$ cat src/rtl/txsched_pkg.sv
// Shared constants and types for the transaction scheduler.
package txsched_pkg;
    typedef enum logic [1:0] {
        POL_AGING = 2'd0,
        POL_FIXED = 2'd1
    } policy_e;

    localparam int CFG_POLICY_ADDR = 0;  // policy select register
    localparam int CFG_PRIO_ADDR0  = 1;  // priority of core k at 1+k
    localparam int CFG_ROUTE_ADDR0 = 8;  // base of core k at 8+2k, mask at 9+2k
endpackage

$ cat src/rtl/txsched_fifo.sv
// Per-core request queue: a plain synchronous FIFO.
// Assumes the caller never pushes when full and never pops when empty.
module txsched_fifo #(
    parameter int W     = 32,
    parameter int DEPTH = 4
) (
    input  logic         clk,
    input  logic         rst_n,
    input  logic         push,
    input  logic [W-1:0] din,
    input  logic         pop,
    output logic [W-1:0] dout,
    output logic         empty,
    output logic         full
);
    localparam int PW = (DEPTH > 1) ? $clog2(DEPTH) : 1;
    localparam int CW = $clog2(DEPTH + 1);

    logic [W-1:0]  mem [DEPTH];
    logic [PW-1:0] wr_ptr, rd_ptr;
    logic [CW-1:0] cnt;

    assign empty = (cnt == '0);
    assign full  = (cnt == CW'(DEPTH));
    assign dout  = mem[rd_ptr];

    // Storage write.
    always_ff @(posedge clk) begin
        if (push && !full) mem[wr_ptr] <= din;
    end

    // Pointer and occupancy update.
    always_ff @(posedge clk) begin
        if (!rst_n) begin
            wr_ptr <= '0;
            rd_ptr <= '0;
            cnt    <= '0;
        end else begin
            if (push && !full)
                wr_ptr <= (wr_ptr == PW'(DEPTH - 1)) ? '0 : wr_ptr + 1'b1;
            if (pop && !empty)
                rd_ptr <= (rd_ptr == PW'(DEPTH - 1)) ? '0 : rd_ptr + 1'b1;
            case ({push && !full, pop && !empty})
                2'b10:   cnt <= cnt + 1'b1;
                2'b01:   cnt <= cnt - 1'b1;
                default: cnt <= cnt;
            endcase
        end
    end

    p_no_overflow_r11: assert property (@(posedge clk) disable iff (!rst_n)
        push |-> !full);
    p_no_underflow_r1: assert property (@(posedge clk) disable iff (!rst_n)
        pop |-> !empty);
endmodule

$ cat src/rtl/txsched_link.sv
// Input link demultiplexer: sends a request to one of two cores by base/mask match.
// The lower core wins when both match. A request that matches neither core is
// accepted and dropped. Purely combinational.
module txsched_link #(
    parameter int ADDR_W = 32
) (
    input  logic              in_valid,
    input  logic [ADDR_W-1:0] in_addr,
    input  logic [ADDR_W-1:0] base_lo,
    input  logic [ADDR_W-1:0] mask_lo,
    input  logic [ADDR_W-1:0] base_hi,
    input  logic [ADDR_W-1:0] mask_hi,
    input  logic              full_lo,
    input  logic              full_hi,
    output logic              in_ready,
    output logic              push_lo,
    output logic              push_hi
);
    logic hit_lo, hit_hi;

    // Region decode with lower-core precedence.
    always_comb begin
        hit_lo   = ((in_addr & mask_lo) == base_lo);
        hit_hi   = !hit_lo && ((in_addr & mask_hi) == base_hi);
        in_ready = hit_lo ? !full_lo : (hit_hi ? !full_hi : 1'b1);
        push_lo  = in_valid && hit_lo && !full_lo;
        push_hi  = in_valid && hit_hi && !full_hi;
    end
endmodule

$ cat src/rtl/txsched_arbiter.sv
// Queue-head arbiter with per-queue saturating age counters.
// Aging mode grants the largest age; fixed mode grants the largest priority.
// Equal values go to the lowest index. A grant is issued only while enable is high.
module txsched_arbiter #(
    parameter int NQ     = 4,
    parameter int AGE_W  = 4,
    parameter int PRIO_W = 2
) (
    input  logic                 clk,
    input  logic                 rst_n,
    input  logic [NQ-1:0]        head_valid,
    input  logic [NQ*PRIO_W-1:0] prio_flat,
    input  logic                 fixed_mode,
    input  logic                 enable,
    output logic [NQ-1:0]        grant
);
    localparam int IDX_W = (NQ > 1) ? $clog2(NQ) : 1;
    localparam logic [AGE_W-1:0] AGE_MAX = {AGE_W{1'b1}};

    logic [AGE_W-1:0]  age_q [NQ];
    logic              found;
    logic [IDX_W-1:0]  best_idx;
    logic [AGE_W-1:0]  best_age;
    logic [PRIO_W-1:0] best_prio;

    // Winner search: strict compare keeps the lowest index on ties.
    always_comb begin
        found     = 1'b0;
        best_idx  = '0;
        best_age  = '0;
        best_prio = '0;
        for (int i = 0; i < NQ; i++) begin
            if (head_valid[i]) begin
                if (!found ||
                    (fixed_mode  && (prio_flat[i*PRIO_W +: PRIO_W] > best_prio)) ||
                    (!fixed_mode && (age_q[i] > best_age))) begin
                    found     = 1'b1;
                    best_idx  = IDX_W'(i);
                    best_age  = age_q[i];
                    best_prio = prio_flat[i*PRIO_W +: PRIO_W];
                end
            end
        end
        grant = (enable && found) ? (NQ'(1) << best_idx) : '0;
    end

    // Age counting: clear on grant or empty queue, otherwise saturating increment.
    always_ff @(posedge clk) begin
        for (int i = 0; i < NQ; i++) begin
            if (!rst_n || !head_valid[i] || grant[i])
                age_q[i] <= '0;
            else if (age_q[i] != AGE_MAX)
                age_q[i] <= age_q[i] + 1'b1;
        end
    end

    p_one_grant_r2: assert property (@(posedge clk) disable iff (!rst_n)
        $onehot0(grant));
    p_grant_needs_head_r1: assert property (@(posedge clk) disable iff (!rst_n)
        (grant != '0) |-> ((grant & head_valid) == grant) && enable);

    for (genvar g = 0; g < NQ; g++) begin : g_age_chk
        p_age_sat_r5: assert property (@(posedge clk) disable iff (!rst_n)
            (head_valid[g] && !grant[g] && age_q[g] == AGE_MAX) |=> age_q[g] == AGE_MAX);
        p_age_clear_r3: assert property (@(posedge clk) disable iff (!rst_n)
            grant[g] |=> age_q[g] == '0);
    end
endmodule

$ cat src/rtl/txsched_top.sv
// Transaction scheduler top: configuration registers, link demultiplexers,
// per-core FIFOs, arbiter and a registered valid/ready output stage.
// Assumes programmed priorities are unique; ties fall to the lowest core index.
module txsched_top #(
    parameter int NUM_LINKS  = 2,
    parameter int ADDR_W     = 32,
    parameter int FIFO_DEPTH = 4,
    parameter int AGE_W      = 4,
    parameter int PRIO_W     = 2,
    parameter int CFG_AW     = 6
) (
    input  logic                          clk,
    input  logic                          rst_n,
    input  logic [NUM_LINKS-1:0]          in_valid,
    input  logic [NUM_LINKS*ADDR_W-1:0]   in_addr,
    output logic [NUM_LINKS-1:0]          in_ready,
    input  logic                          cfg_we,
    input  logic [CFG_AW-1:0]             cfg_addr,
    input  logic [ADDR_W-1:0]             cfg_wdata,
    output logic                          m_valid,
    input  logic                          m_ready,
    output logic [ADDR_W-1:0]             m_addr,
    output logic [$clog2(2*NUM_LINKS)-1:0] m_core
);
    import txsched_pkg::*;

    localparam int NCORE  = 2 * NUM_LINKS;
    localparam int CORE_W = $clog2(NCORE);
    localparam logic [ADDR_W-1:0] RESET_MASK = {{CORE_W{1'b1}}, {(ADDR_W-CORE_W){1'b0}}};

    policy_e                   pend_pol, act_pol;
    logic [NCORE*PRIO_W-1:0]   prio_q;
    logic [ADDR_W-1:0]         base_q [NCORE];
    logic [ADDR_W-1:0]         mask_q [NCORE];
    logic [NCORE-1:0]          push, full, empty, grant;
    logic [ADDR_W-1:0]         head_addr [NCORE];
    logic                      load_en;
    logic                      out_valid;
    logic [ADDR_W-1:0]         out_addr;
    logic [CORE_W-1:0]         out_core, grant_idx;
    logic [ADDR_W-1:0]         grant_addr;

    // Configuration register writes; unknown policy codes are dropped.
    always_ff @(posedge clk) begin
        if (!rst_n) begin
            pend_pol <= POL_AGING;
            for (int k = 0; k < NCORE; k++) begin
                prio_q[k*PRIO_W +: PRIO_W] <= PRIO_W'(k);
                base_q[k] <= ADDR_W'(k) << (ADDR_W - CORE_W);
                mask_q[k] <= RESET_MASK;
            end
        end else if (cfg_we) begin
            if (cfg_addr == CFG_AW'(CFG_POLICY_ADDR) &&
                (cfg_wdata[1:0] == POL_AGING || cfg_wdata[1:0] == POL_FIXED))
                pend_pol <= policy_e'(cfg_wdata[1:0]);
            for (int k = 0; k < NCORE; k++) begin
                if (cfg_addr == CFG_AW'(CFG_PRIO_ADDR0 + k))
                    prio_q[k*PRIO_W +: PRIO_W] <= cfg_wdata[PRIO_W-1:0];
                if (cfg_addr == CFG_AW'(CFG_ROUTE_ADDR0 + 2*k))
                    base_q[k] <= cfg_wdata;
                if (cfg_addr == CFG_AW'(CFG_ROUTE_ADDR0 + 2*k + 1))
                    mask_q[k] <= cfg_wdata;
            end
        end
    end

    assign load_en = !out_valid || m_ready;

    // Policy hand-over only while no transaction is held in the output stage.
    always_ff @(posedge clk) begin
        if (!rst_n)       act_pol <= POL_AGING;
        else if (load_en) act_pol <= pend_pol;
    end

    for (genvar l = 0; l < NUM_LINKS; l++) begin : g_link
        txsched_link #(.ADDR_W(ADDR_W)) u_link (
            .in_valid (in_valid[l]),
            .in_addr  (in_addr[l*ADDR_W +: ADDR_W]),
            .base_lo  (base_q[2*l]),
            .mask_lo  (mask_q[2*l]),
            .base_hi  (base_q[2*l+1]),
            .mask_hi  (mask_q[2*l+1]),
            .full_lo  (full[2*l]),
            .full_hi  (full[2*l+1]),
            .in_ready (in_ready[l]),
            .push_lo  (push[2*l]),
            .push_hi  (push[2*l+1])
        );
    end

    for (genvar c = 0; c < NCORE; c++) begin : g_queue
        txsched_fifo #(.W(ADDR_W), .DEPTH(FIFO_DEPTH)) u_fifo (
            .clk   (clk),
            .rst_n (rst_n),
            .push  (push[c]),
            .din   (in_addr[(c/2)*ADDR_W +: ADDR_W]),
            .pop   (grant[c]),
            .dout  (head_addr[c]),
            .empty (empty[c]),
            .full  (full[c])
        );
    end

    txsched_arbiter #(.NQ(NCORE), .AGE_W(AGE_W), .PRIO_W(PRIO_W)) u_arb (
        .clk        (clk),
        .rst_n      (rst_n),
        .head_valid (~empty),
        .prio_flat  (prio_q),
        .fixed_mode (act_pol == POL_FIXED),
        .enable     (load_en),
        .grant      (grant)
    );

    // One-hot grant to index and selected head.
    always_comb begin
        grant_idx  = '0;
        grant_addr = '0;
        for (int k = 0; k < NCORE; k++) begin
            if (grant[k]) begin
                grant_idx  = CORE_W'(k);
                grant_addr = head_addr[k];
            end
        end
    end

    // Registered output stage with valid/ready handshake.
    always_ff @(posedge clk) begin
        if (!rst_n) begin
            out_valid <= 1'b0;
            out_addr  <= '0;
            out_core  <= '0;
        end else if (load_en) begin
            out_valid <= (grant != '0);
            if (grant != '0) begin
                out_addr <= grant_addr;
                out_core <= grant_idx;
            end
        end
    end

    assign m_valid = out_valid;
    assign m_addr  = out_addr;
    assign m_core  = out_core;

    p_hold_stall_r1: assert property (@(posedge clk) disable iff (!rst_n)
        (m_valid && !m_ready) |=> (m_valid && $stable(m_addr) && $stable(m_core)));
    p_policy_frozen_r8: assert property (@(posedge clk) disable iff (!rst_n)
        (m_valid && !m_ready) |=> $stable(act_pol));
    p_policy_legal_r7: assert property (@(posedge clk) disable iff (!rst_n)
        (pend_pol == POL_AGING) || (pend_pol == POL_FIXED));
endmodule

$ cat config.mk
export PLATFORM = sky130hd
export DESIGN_NAME = txsched_top
export DESIGN_NICKNAME = d
export VERILOG_FILES = /design/src/rtl/txsched_pkg.sv /design/src/rtl/txsched_fifo.sv /design/src/rtl/txsched_link.sv /design/src/rtl/txsched_arbiter.sv /design/src/rtl/txsched_top.sv
export SDC_FILE = /design/constraint.sdc
export NUM_CORES = 1
export LEC_CHECK = 0
export BUFFER_PORTS_ARGS = -buffer_cell sky130_fd_sc_hd__clkbuf_2
export CAP_MARGIN = 25
export CORE_UTILIZATION = 40
export CTS_BUF_LIST = sky130_fd_sc_hd__clkbuf_4
export DETAILED_ROUTE_END_ITERATION = 10
export PLACE_DENSITY = 0.56
export RECOVER_POWER = 25
export SYNTH_ARGS = -nofsm -noshare
export SYNTH_HDL_FRONTEND = slang
export SYNTH_SLANG_ARGS = --single-unit
$ cat constraint.sdc
create_clock -name clk -period 8.12 [get_ports clk]
set_clock_uncertainty 0.05 [all_clocks]
set_input_delay 0.812 -clock clk [delete_from_list [all_inputs] [get_ports clk]]
set_output_delay 0.812 -clock clk [all_outputs]
set_load 0.005 [all_outputs]
==> impl_metrics.ini, run 1 <==
[routing]
drt_drc_violations_left = 0
antenna_violating_nets_post_route = 0
wl_mm = 96.2
drt-vias-per-instance = 5.45
first_iter_violations = 1690
detail_route.wl_per_cell_um = 24.8
num_vias = 21100
drt_pre_antenna_iters = 5

[setup_path]
worst_setup_path_startpoint = g_queue[0].u_fifo.cnt[2]
largest_fanout_on_the_critical_path = 38
timing.setup.critical_path_class = reg -> reg
rr_endpoint = g_queue[2].u_fifo.cnt[2]
timing.reg2reg.worst_path_depth = 27
ff2ff_setup_slack_ns = 1.17
cp_launch_type = register
end_kind = register
endpoint = g_queue[2].u_fifo.cnt[2]
worstPathArrival_ns = 7.84
cp_data_required_time_ns = 9.02
r2r_start = g_queue[0].u_fifo.cnt[2]

[timing]
setup_viol = 0
worst_slew_margin_rel = 0.266
timing.final.crit_period_ns = 6.95
final-max-slew-violation-count = 0
tightestPinTransition_ns = 1.10
fin_setup_tns_ns = 0
final_period_utilization = 0.856
max_clock_freq_mhz = 144
hold_viol = 0
setup_repair_after_global_routing_missed_its_margin = no
timing.hold.ws_ns = 0.158

[synthesis]
cell_count_after_synthesis = 2224
ys_async_sr_fraction = 0
synthesis.area_per_instance_um2 = 16.2
yosysWarningCount = 0
sequential_share_of_the_synthesized_area = 0.698
synth-edff-count = 784
yosys_register_bits = 867
yosysUniqueCellTypes = 56
mappedNetlistNets = 2382
synth_top_flop_cell = edfxtp_1
synthesis.area_um2 = 36100

[global_route]
vias_in_the_first_global_route = 21700
grtUsageTotal = 0.213
antenna_found_initial = 8
grt_pass1_wl_mm = 139
grt_start_max_net_pins = 45
grt_overflow_total = 0

[place]
place.detailed.hpwl_mm = 61.3
placedInstanceArea_um2 = 38400
routabilityCongestion = 0.791
port_buffers = 144

[floorplan]
num_io_pins = 145
dieWidth_um = 302
rows = 109
floorplan.initialDensity = 0.406
die_area_um2 = 91500
core_area_um2 = 88900
die_h_um = 302

[clock_tree]
cts.root.buffer_cell = clkbuf_4
tritoncts = built
cts-hold-fix-buffers = 16
clock_sink_count = 867
ctsResizeCount = 0
post_cts_buffers = 0
clk_latency_ns = 1.05
clk_transition_reported_paths_ns = 0.06
cts_max_path_buffers = 3
cts_max_level = 4
cts-buffers-inserted = 219

[pwr]
p_total_mw = 8.98
static-leakage-power_nw = 14.4
vdd_drop_max_mv = 0.117
pwr_dens_nw_per_um2 = 216

[run_status]
run_status = completed

[final_layout]
final_common_cell = edfxtp_1
layout-area-overhead-vs-synth_pct = 15.1
layout_common_cells = edfxtp_1, clkbuf_4, and2_1
design.final.nets = 2703
share_of_layout_cells_above_drive_strength_1 = 0.254
layout.cell_area.non_filler_um2 = 41600
final.fill_count = 7805

[min_path]
worst_hold_path_type = in -> reg

[job]
max_cap_violations = 0
[final cells by class]
class | instances | area, um^2 | share of cell area
sequential | 867 | 25200 | 0.606
multi-input combinational | 1209 | 10500 | 0.252
clock buffer | 352 | 2640 | 0.0636
tap | 1165 | 1460 | 0.0351
timing repair buffer | 206 | 1390 | 0.0333
clock inverter | 38 | 238 | 0.00572
inverter | 42 | 158 | 0.00379
antenna | 3 | 7.51 | 0.000181
[where the power goes]
group | total [mW] | internal (mW) | switching [mW] | leakage [nW]
logic | 0.280 | 0.0776 | 0.203 | 4.80
registers | 4.96 | 4.93 | 0.0311 | 7.91
clock network | 3.74 | 2.01 | 1.73 | 1.72
[stage by stage]
step                      setup slack, ns  instances   util
after floorplan                      1.20       2224      -
after global placement               1.51       3459  0.430
after detailed placement             1.20       3466  0.432
after CTS                            1.19       3872  0.466
after global routing                0.803       3880  0.467
final                                1.17       3882  0.468
[worst min-delay path by stage]
stage                              from                            to  slack [ns]  cells past startpoint
after floorplan             pend_pol[1]                   pend_pol[1]        0.36                      2
final                     cfg_wdata[11]                 base_q[0][11]        0.16                      2
after detailed placement    pend_pol[1]                   pend_pol[1]        0.40                      2
after global routing      cfg_wdata[31]                 base_q[2][31]        0.08                      2
after CTS                   in_addr[15]  g_queue[1].u_fifo.mem[1][15]       0.003                      1
after global placement      pend_pol[1]                   pend_pol[1]        0.37                      2
[state kept, by name, indices dropped and copies added (netlist names), named ones only]
signal and cells:
g_queue.u_fifo.rd_ptr 8, prio_q 8, mask_q 128, m_core 2, g_queue.u_fifo.wr_ptr 8, act_pol 2, u_arb.age_q 16, m_valid 1
m_addr 32, g_queue.u_fifo.cnt 12, g_queue.u_fifo.mem 512, base_q 128, pend_pol 2
[layer usage]
| metal | global-route usage | share of wire | up-vias |
|---|---|---|---|
| met5 | 0 | 0.00035 | - |
| met4 | 0.0979 | 0.037 | 6 |
| met3 | 0.0606 | 0.082 | 156 |
| met2 | 0.342 | 0.48 | 729 |
| met1 | 0.269 | 0.41 | 10700 |
| li1 | - | - | 9575 |
[synth_stat cells (2+ instances only)]
cell      number  area [um^2]
a211oi_1      63          473
a211oi_2       3         37.5
a21boi_0      33          248
a21o_1        37          278
a21oi_1       95          475
a41oi_1        2         17.5
and2_1       261         1630
and3_1        70          438
and3b_1       32          280
buf_1          3         11.3
buf_2         12         60.1
buf_4          9         67.6
clkbuf_1      82          308
dfxtp_1       83         1660
edfxtp_1     784        23500
fa_1           4         80.1
ha_1          46          576
inv_1         42          158
mux2_2         9          101
mux2i_1       45          450
mux4_2       128         2880
nand2_1       39          146
nand2b_1       6         37.5
nand3_1       45          225
nand4_1       23          144
nor2_1        55          206
nor2b_1        5         31.3
nor3_1         7         35.0
nor3b_1        4         30.0
nor4_1        35          219
o211ai_1       5         37.5
o21ai_0       23          115
o21ai_1        2         10.0
o221ai_1      32          280
o22a_1        32          280
o31ai_1        4         30.0
or2_2          4         25.0
or3_1         26          163
or4_1          4         30.0
xnor2_1        5         43.8
xor2_1        10         87.6
[critical path, stage by stage (launching register included)]
cell      delay [ns]
dfxtp_1         0.34
or3_1           0.54
nand2_1         0.17
ha_1            0.25
nor2b_1         0.13
o211ai_1        0.16
a21oi_1         0.13
o31ai_4         0.40
mux2_2          0.40
ha_1            0.30
nor2b_1         0.13
o211ai_1        0.16
a21oi_1         0.15
o31ai_4         0.47
mux2_2          0.39
ha_1            0.29
nand4_1         0.09
nand2_1         0.05
a21oi_1         0.41
o21a_1          0.21
buf_4           0.47
nor3_1          0.12
ha_1            0.27
inv_1           0.08
fa_1            0.17
xor2_1          0.07
or3_1           0.31
a21oi_1         0.14
[cell families (layout without fill, tap and decap cells)]
kind of cell / Yosys count / in the layout / synth area share
other: 0 / 3 / 0
flip-flops: 867 / 867 / 0.698
AND/OR/NAND/NOR: 623 / 623 / 0.103
XOR/XNOR: 15 / 15 / 0.00364
adder cells (fa/ha/maj): 50 / 50 / 0.0182
multiplexers: 182 / 182 / 0.0951
buffers and inverters: 148 / 638 / 0.0167
AO/OA/AOI/OAI: 339 / 339 / 0.0655
Note: power is estimated with default switching activity, not from simulation.
==> inputs of run 2 (changes only) <==
Settings changed: ABC_AREA set to 1, CAP_MARGIN 25 to 20.
==> run 2 against run 1 <==
  * Design area fell by 0.66%
  * Sequential share of layout area up 0.41 points
  * Routed wire length rose by 3.8%
  * Sequential cell count did not move
  * Cell count increased by 22%
  * Non-clock buffer count is 9 higher
  * Utilization fell by 0.31 points
  * Critical endpoint is now g_queue[1].u_fifo.cnt[2]
  * First-iteration DRC count is 7.9% higher
  * Die area up 0.22%
  * Largest cell class unchanged
  * Global-route usage increased by 0.61 points
  * Sequential power increased by 3%
==> impl_metrics.ini, run 2 <==
[run_status]
run_status = completed

[final_layout]
final.fill_count = 8381
largest_reg_flops = 512
seq_area_um2 = 25200
layout.cell_area.non_filler_um2 = 41300
multi_input_area_um2 = 9810
final_common_cell = edfxtp_1
layout-area-overhead-vs-synth_pct = 14.1
share_of_layout_cells_above_drive_strength_1 = 0.158
top_regs = g_queue.u_fifo.mem x512, base_q x128, mask_q x128
design.final.nets = 3534
instances_no_fill = 4720
top_register = g_queue.u_fifo.mem
layout_common_cells = edfxtp_1, nor2_1, nand2_1

[synthesis]
yosysUniqueCellTypes = 46
synth-edff-count = 784
synth.top_cell.area_share = 0.651
mappedNetlistNets = 3244
synth_area_leader_cell = edfxtp_1
synthesis.area_per_instance_um2 = 11.7
yosys_register_bits = 867
sequential_share_of_the_synthesized_area = 0.697
yosysWarningCount = 0
ys_async_sr_fraction = 0
synthMostInstantiatedCell = edfxtp_1
synth_top_flop_cell = edfxtp_1
synthesis.area_um2 = 36200
cell_count_after_synthesis = 3086
ys_top_cells_by_area = edfxtp_1, nor2_1, dfxtp_1, nand2_1, o21ai_0
synth_common_cells = edfxtp_1, nor2_1, nand2_1

[timing]
final_period_utilization = 0.708
tightestPinTransition_ns = 0.982
hold_viol = 0
fin_setup_tns_ns = 0
worst_slew_margin_rel = 0.343
timing.final.crit_period_ns = 5.75
final-max-slew-violation-count = 0
max_clock_freq_mhz = 174
setup_repair_after_global_routing_missed_its_margin = no
setup_viol = 0

[global_route]
grt_start_max_net_pins = 68
grt_overflow_total = 0
grtUsageTotal = 0.219
vias_in_the_first_global_route = 23200
antenna_found_initial = 3
grt_pass1_wl_mm = 146

[clock_tree]
cts.root.buffer_cell = clkbuf_4
tritoncts = built
cts-buffers-inserted = 218
cts_max_level = 4
clk_latency_ns = 1.08
cts_max_path_buffers = 3
clk_transition_reported_paths_ns = 0.07
ctsResizeCount = 0
clock_sink_count = 867

[place]
numPlacedInstances = 4297
port_buffers = 144
placedInstanceArea_um2 = 38200
place.detailed.hpwl_mm = 63.9
routabilityCongestion = 0.867

[routing]
num_vias = 24400
wl_mm = 99.9
drt_drc_violations_left = 0
drt-vias-per-instance = 5.16
drt_pre_antenna_iters = 7
detail_route.wl_per_cell_um = 21.2
antenna_violating_nets_post_route = 0
first_iter_violations = 1824

[min_path]
worst_hold_path_type = in -> reg

[setup_path]
timing.setup.critical_path_class = reg -> reg
worstPathArrival_ns = 6.65
cp_launch_type = register
timing.critical_path.mode_cell = nand2_1
cp_data_required_time_ns = 9.02
max_stage_delay_ns = 0.54
largest_fanout_on_the_critical_path = 67
end_kind = register
cp_slowest_cell = buf_4

[floorplan]
die_area_um2 = 91700
dieWidth_um = 303
core_area_um2 = 88900
die_h_um = 303
num_io_pins = 145
floorplan.initialDensity = 0.407
rows = 109

[pwr]
pwr_dens_nw_per_um2 = 244
vdd_drop_max_mv = 0.135
static-leakage-power_nw = 14.9

[job]
max_cap_violations = 0
-- run 2: cell types whose count changed after synthesis, sizes merged, moves of 37 or more --
| cell | delta |
|---|---|
| a211oi | -66 |
| a21o | -37 |
| and2 | -260 |
| and3 | -71 |
| inv | +135 |
| mux4 | -128 |
| nand2 | +397 |
| nand3 | +56 |
| nand4 | +59 |
| nor2 | +605 |
| o21ai | +149 |
| o22ai | +64 |
| xor2 | +56 |
-- run 2: layout make-up --
type	instances	share of cell area
antenna	3	0.000182
clock buffer	316	0.0574
clock inverter	80	0.0113
inverter	179	0.0163
multi-input combinational	1895	0.238
sequential	867	0.611
tap	1165	0.0353
timing repair buffer	215	0.0314
-- run 2: per-layer routing --
layer,global-route usage,share of wire,vias up
met5,0,0,-
met1,0.299,0.44,11800
met4,0.0895,0.030,0
met3,0.0367,0.069,164
met2,0.349,0.46,829
li1,-,-,11500
-- run 2: cell families after synthesis --
| group | count (synthesis) | synth area share |
|---|---|---|
| AO/OA/AOI/OAI | 381 | 0.0628 |
| adder cells (fa/ha/maj) | 50 | 0.0181 |
| XOR/XNOR | 100 | 0.0242 |
| buffers and inverters | 324 | 0.0356 |
| AND/OR/NAND/NOR | 1332 | 0.154 |
| flip-flops | 867 | 0.697 |
| multiplexers | 32 | 0.00885 |
-- run 2: through the flow --
| step | hold slack (ns) | util | setup slack, ns | total power, mW |
|---|---|---|---|---|
| floorplan | 0.362 | - | 3.13 | 5.90 |
| global placement | 0.371 | 0.430 | 2.46 | 6.39 |
| detailed placement | 0.372 | 0.430 | 2.36 | 6.40 |
| CTS | 0.00186 | 0.464 | 2.32 | 10.1 |
| global route | 0.105 | 0.464 | 1.63 | 10.5 |
| finish | 0.167 | 0.464 | 2.37 | 10.1 |
-- run 2: power by group --
group / internal, mW / total (mW) / switching [mW]
Sequential: 5.02 / 5.13 / 0.104
Combinational: 0.355 / 1.19 / 0.834
Clock: 1.95 / 3.74 / 1.79
-- run 2: path summary, 6_finish.rpt --
| check | start | end | slack, ns | depth (start not counted) |
|---|---|---|---|---|
| setup / recovery | g_queue[0].u_fifo.cnt[1] | g_queue[1].u_fifo.cnt[2] | 2.37 | 38 |
| hold / removal | cfg_wdata[23] | mask_q[3][23] | 0.17 | 3 |
| setup reg to reg | g_queue[0].u_fifo.cnt[1] | g_queue[1].u_fifo.cnt[2] | 2.37 | 38 |
| hold reg to reg | pend_pol[1] | pend_pol[1] | 0.38 | 2 |
-- run 2: what timing repair did --
action,CTS,global route
setup buffers,0,0
endpoints found under the setup margin,0,0
hold endpoints to repair,89,0
hold buffers,21,0
-- run 2: worst max-delay path: cells and delay by family, from the launching register on --
family / cells / cell delay, ns
buf+inv: 5 / 0.85
flops: 1 / 0.41
fa+ha+maj: 5 / 1.39
compound gates: 8 / 1.06
simple gates: 20 / 1.87
==> inputs of run 3 (changes only) <==
Settings changed: PLACE_DENSITY 0.56 to 0.58.
Clock period 8.12 ns to 4.86 ns, I/O delays scaled along.
==> run 3 against run 2 <==
  * Sequential cell count did not move
  * Maximum frequency grew 19%
  * Sequential share of layout area decreased by 2.2 points
  * Utilization grew 1.7 points
  * Combinational power up 80%
  * Global-route usage rose by 0.18 points
  * Critical path depth down 1
  * Sequential power increased by 68%
  * Routed wire length grew 1.6%
  * Highest routed layer unchanged
==> impl_metrics.ini, run 3 (synthesis gave the netlist of run 2 again) <==
[global_route]
vias_in_the_first_global_route = 24100
grt_start_max_net_pins = 66
grtUsageTotal = 0.221
grt_overflow_total = 0
antenna_found_initial = 6
grt_pass1_wl_mm = 148

[pwr]
switchingPower_mw = 4.59
cell_internal_pwr_mw = 12.3
static-leakage-power_nw = 15.6
pwr_dens_nw_per_um2 = 395
p_total_mw = 16.9
power.share.sequential = 0.510
p_clk_frac = 0.363
power.switching_fraction = 0.271
comb_power_share = 0.126
vdd_drop_max_mv = 0.254

[final_layout]
final_common_cell = edfxtp_1
layout_common_cells = edfxtp_1, nor2_1, nand2_1
post_layout_utilization_of_the_core = 0.482
largest_reg_flops = 512
layout-area-overhead-vs-synth_pct = 18.4
share_of_layout_cells_above_drive_strength_1 = 0.179
seq_area_um2 = 25200
final.fill_count = 8162
top_regs = g_queue.u_fifo.mem x512, base_q x128, mask_q x128
top_register = g_queue.u_fifo.mem
layout.cell_area.non_filler_um2 = 42800
design.final.nets = 3677
multi_input_area_um2 = 9980

[setup_path]
timing.setup.critical_path_class = reg -> reg
cp_launch_type = register
cp_slowest_cell = fa_2
number_of_buffer_and_inverter_instances_along_the_worst_setup_path = 5
timing.critical_path.mode_cell = nor2_1
worstPathArrival_ns = 5.70
critical_path.top_delay_family = simple AND/OR/NAND/NOR gates
cp_data_required_time_ns = 5.72
largest_fanout_on_the_critical_path = 7
max_stage_delay_ns = 0.52
end_kind = register

[clock_tree]
clk_latency_ns = 1.08
cts.root.buffer_cell = clkbuf_4
clk_transition_reported_paths_ns = 0.06
cts_max_path_buffers = 3
clock_sink_count = 867
tritoncts = built
cts-buffers-inserted = 220
cts_max_level = 4

[routing]
drt_drc_violations_left = 0
wl_mm = 101
drt_pre_antenna_iters = 6
detail_route.wl_per_cell_um = 20.9
highest-signal-layer = met4
detail_route_met3_wl_mm = 8.20
drt-vias-per-instance = 5.16
num_vias = 25100
met1_layer_wirelength_in_the_final_routing_mm = 43.2
antenna_violating_nets_post_route = 0
first_iter_violations = 2225
met2WireLength_mm = 47.6

[timing]
timing.final.crit_period_ns = 4.84
max_clock_freq_mhz = 207
setup_viol = 0
worst_slew_margin_rel = 0.383
final-max-slew-violation-count = 0
tightestPinTransition_ns = 0.926
fin_setup_tns_ns = 0
finalWorstSetupSlack_ns = 0.0243
hold_viol = 0
setup_repair_after_global_routing_missed_its_margin = yes
final_period_utilization = 0.995

[place]
place_ws_ns = -0.0771
port_buffers = 144
place.detailed.hpwl_mm = 64.3
routabilityCongestion = 0.820
placedInstanceArea_um2 = 38500

[min_path]
worst_hold_path_type = in -> reg

[job]
max_cap_violations = 0

[floorplan]
core_area_um2 = 88900
die_h_um = 303
num_io_pins = 145
rows = 109
dieWidth_um = 303
die_area_um2 = 91700
floorplan.initialDensity = 0.407

[run_status]
run_status = completed
-- run 3: cell types whose count changed in the layout (fill, tap and decap cells not counted), moves of 6 or more --
| cell | previous run | this run |
|---|---|---|
| dlygate4sd3_1 | 21 | 118 |
| buf_4 | 47 | 82 |
| clkbuf_4 | 316 | 336 |
| clkinv_1 | 62 | 44 |
| o21ai_0 | 171 | 155 |
| nand2_1 | 427 | 415 |
| nand2_2 | 5 | 16 |
| o21ai_1 | 3 | 12 |
| o21ai_2 | 0 | 7 |
| inv_1 | 161 | 155 |
-- run 3: cell type report --
type | count | share of cell area
antenna | 7 | 0.000409
clock buffer | 336 | 0.0589
clock inverter | 59 | 0.00686
inverter | 179 | 0.0159
multi-input combinational | 1897 | 0.233
sequential | 867 | 0.589
tap | 1165 | 0.0340
timing repair buffer | 354 | 0.0624
-- run 3: worst paths after layout --
path / from / endpoint / slack (ns) / cells after the start
worst max register to register: g_queue[0].u_fifo.cnt[1] / g_queue[3].u_fifo.cnt[1] / 0.02 / 37
worst min register to register: pend_pol[1] / pend_pol[1] / 0.38 / 2
worst max-delay path: g_queue[0].u_fifo.cnt[1] / g_queue[3].u_fifo.cnt[1] / 0.02 / 37
worst min-delay path: cfg_addr[4] / mask_q[0][30] / 0.15 / 8
-- run 3: routing by layer --
layer,up-vias,GRT usage
met1,12100,0.296
met5,-,0
met2,941,0.358
li1,11800,-
met3,176,0.0435
met4,0,0.0793
-- run 3: power by group through the flow --
stage | combinational [mW] | sequential (mW) | clock (mW)
floorplan | 1.18 | 8.69 | 0
global placement | 1.91 | 8.78 | 0
detailed placement | 1.92 | 8.78 | 0
CTS | 2.00 | 8.62 | 6.28
global route | 2.39 | 8.65 | 6.67
finish | 2.14 | 8.64 | 6.15
-- run 3: stage by stage --
| stage | hold WS, ns | std cells |
|---|---|---|
| 2_1_floorplan | 0.362 | 3086 |
| 3_3_place_gp | 0.372 | 4323 |
| 3_5_place_dp | 0.378 | 4324 |
| 4_1_cts | 0.00753 | 4837 |
| 5_1_grt | 0.121 | 4859 |
| 6_report | 0.147 | 4864 |
-- run 3: repair_timing --
action                                  4_1_cts  5_1_grt
pin swaps                                     1       35
setup buffers                                 0       14
endpoints found under the hold margin       788        0
hold buffers                                118        0
gates cloned                                  0        3
endpoints found under the setup margin        3       52
resized for setup                            10       64
-- run 3: worst min-delay path: stages --
cell and delay [ns]:
clkbuf_2 0.08, nor2_1 0.03, nand2_1 0.10, nor3_1 0.06, buf_4 0.17, nand2_1 0.09
nor2_1 0.08, nand2_1 0.06
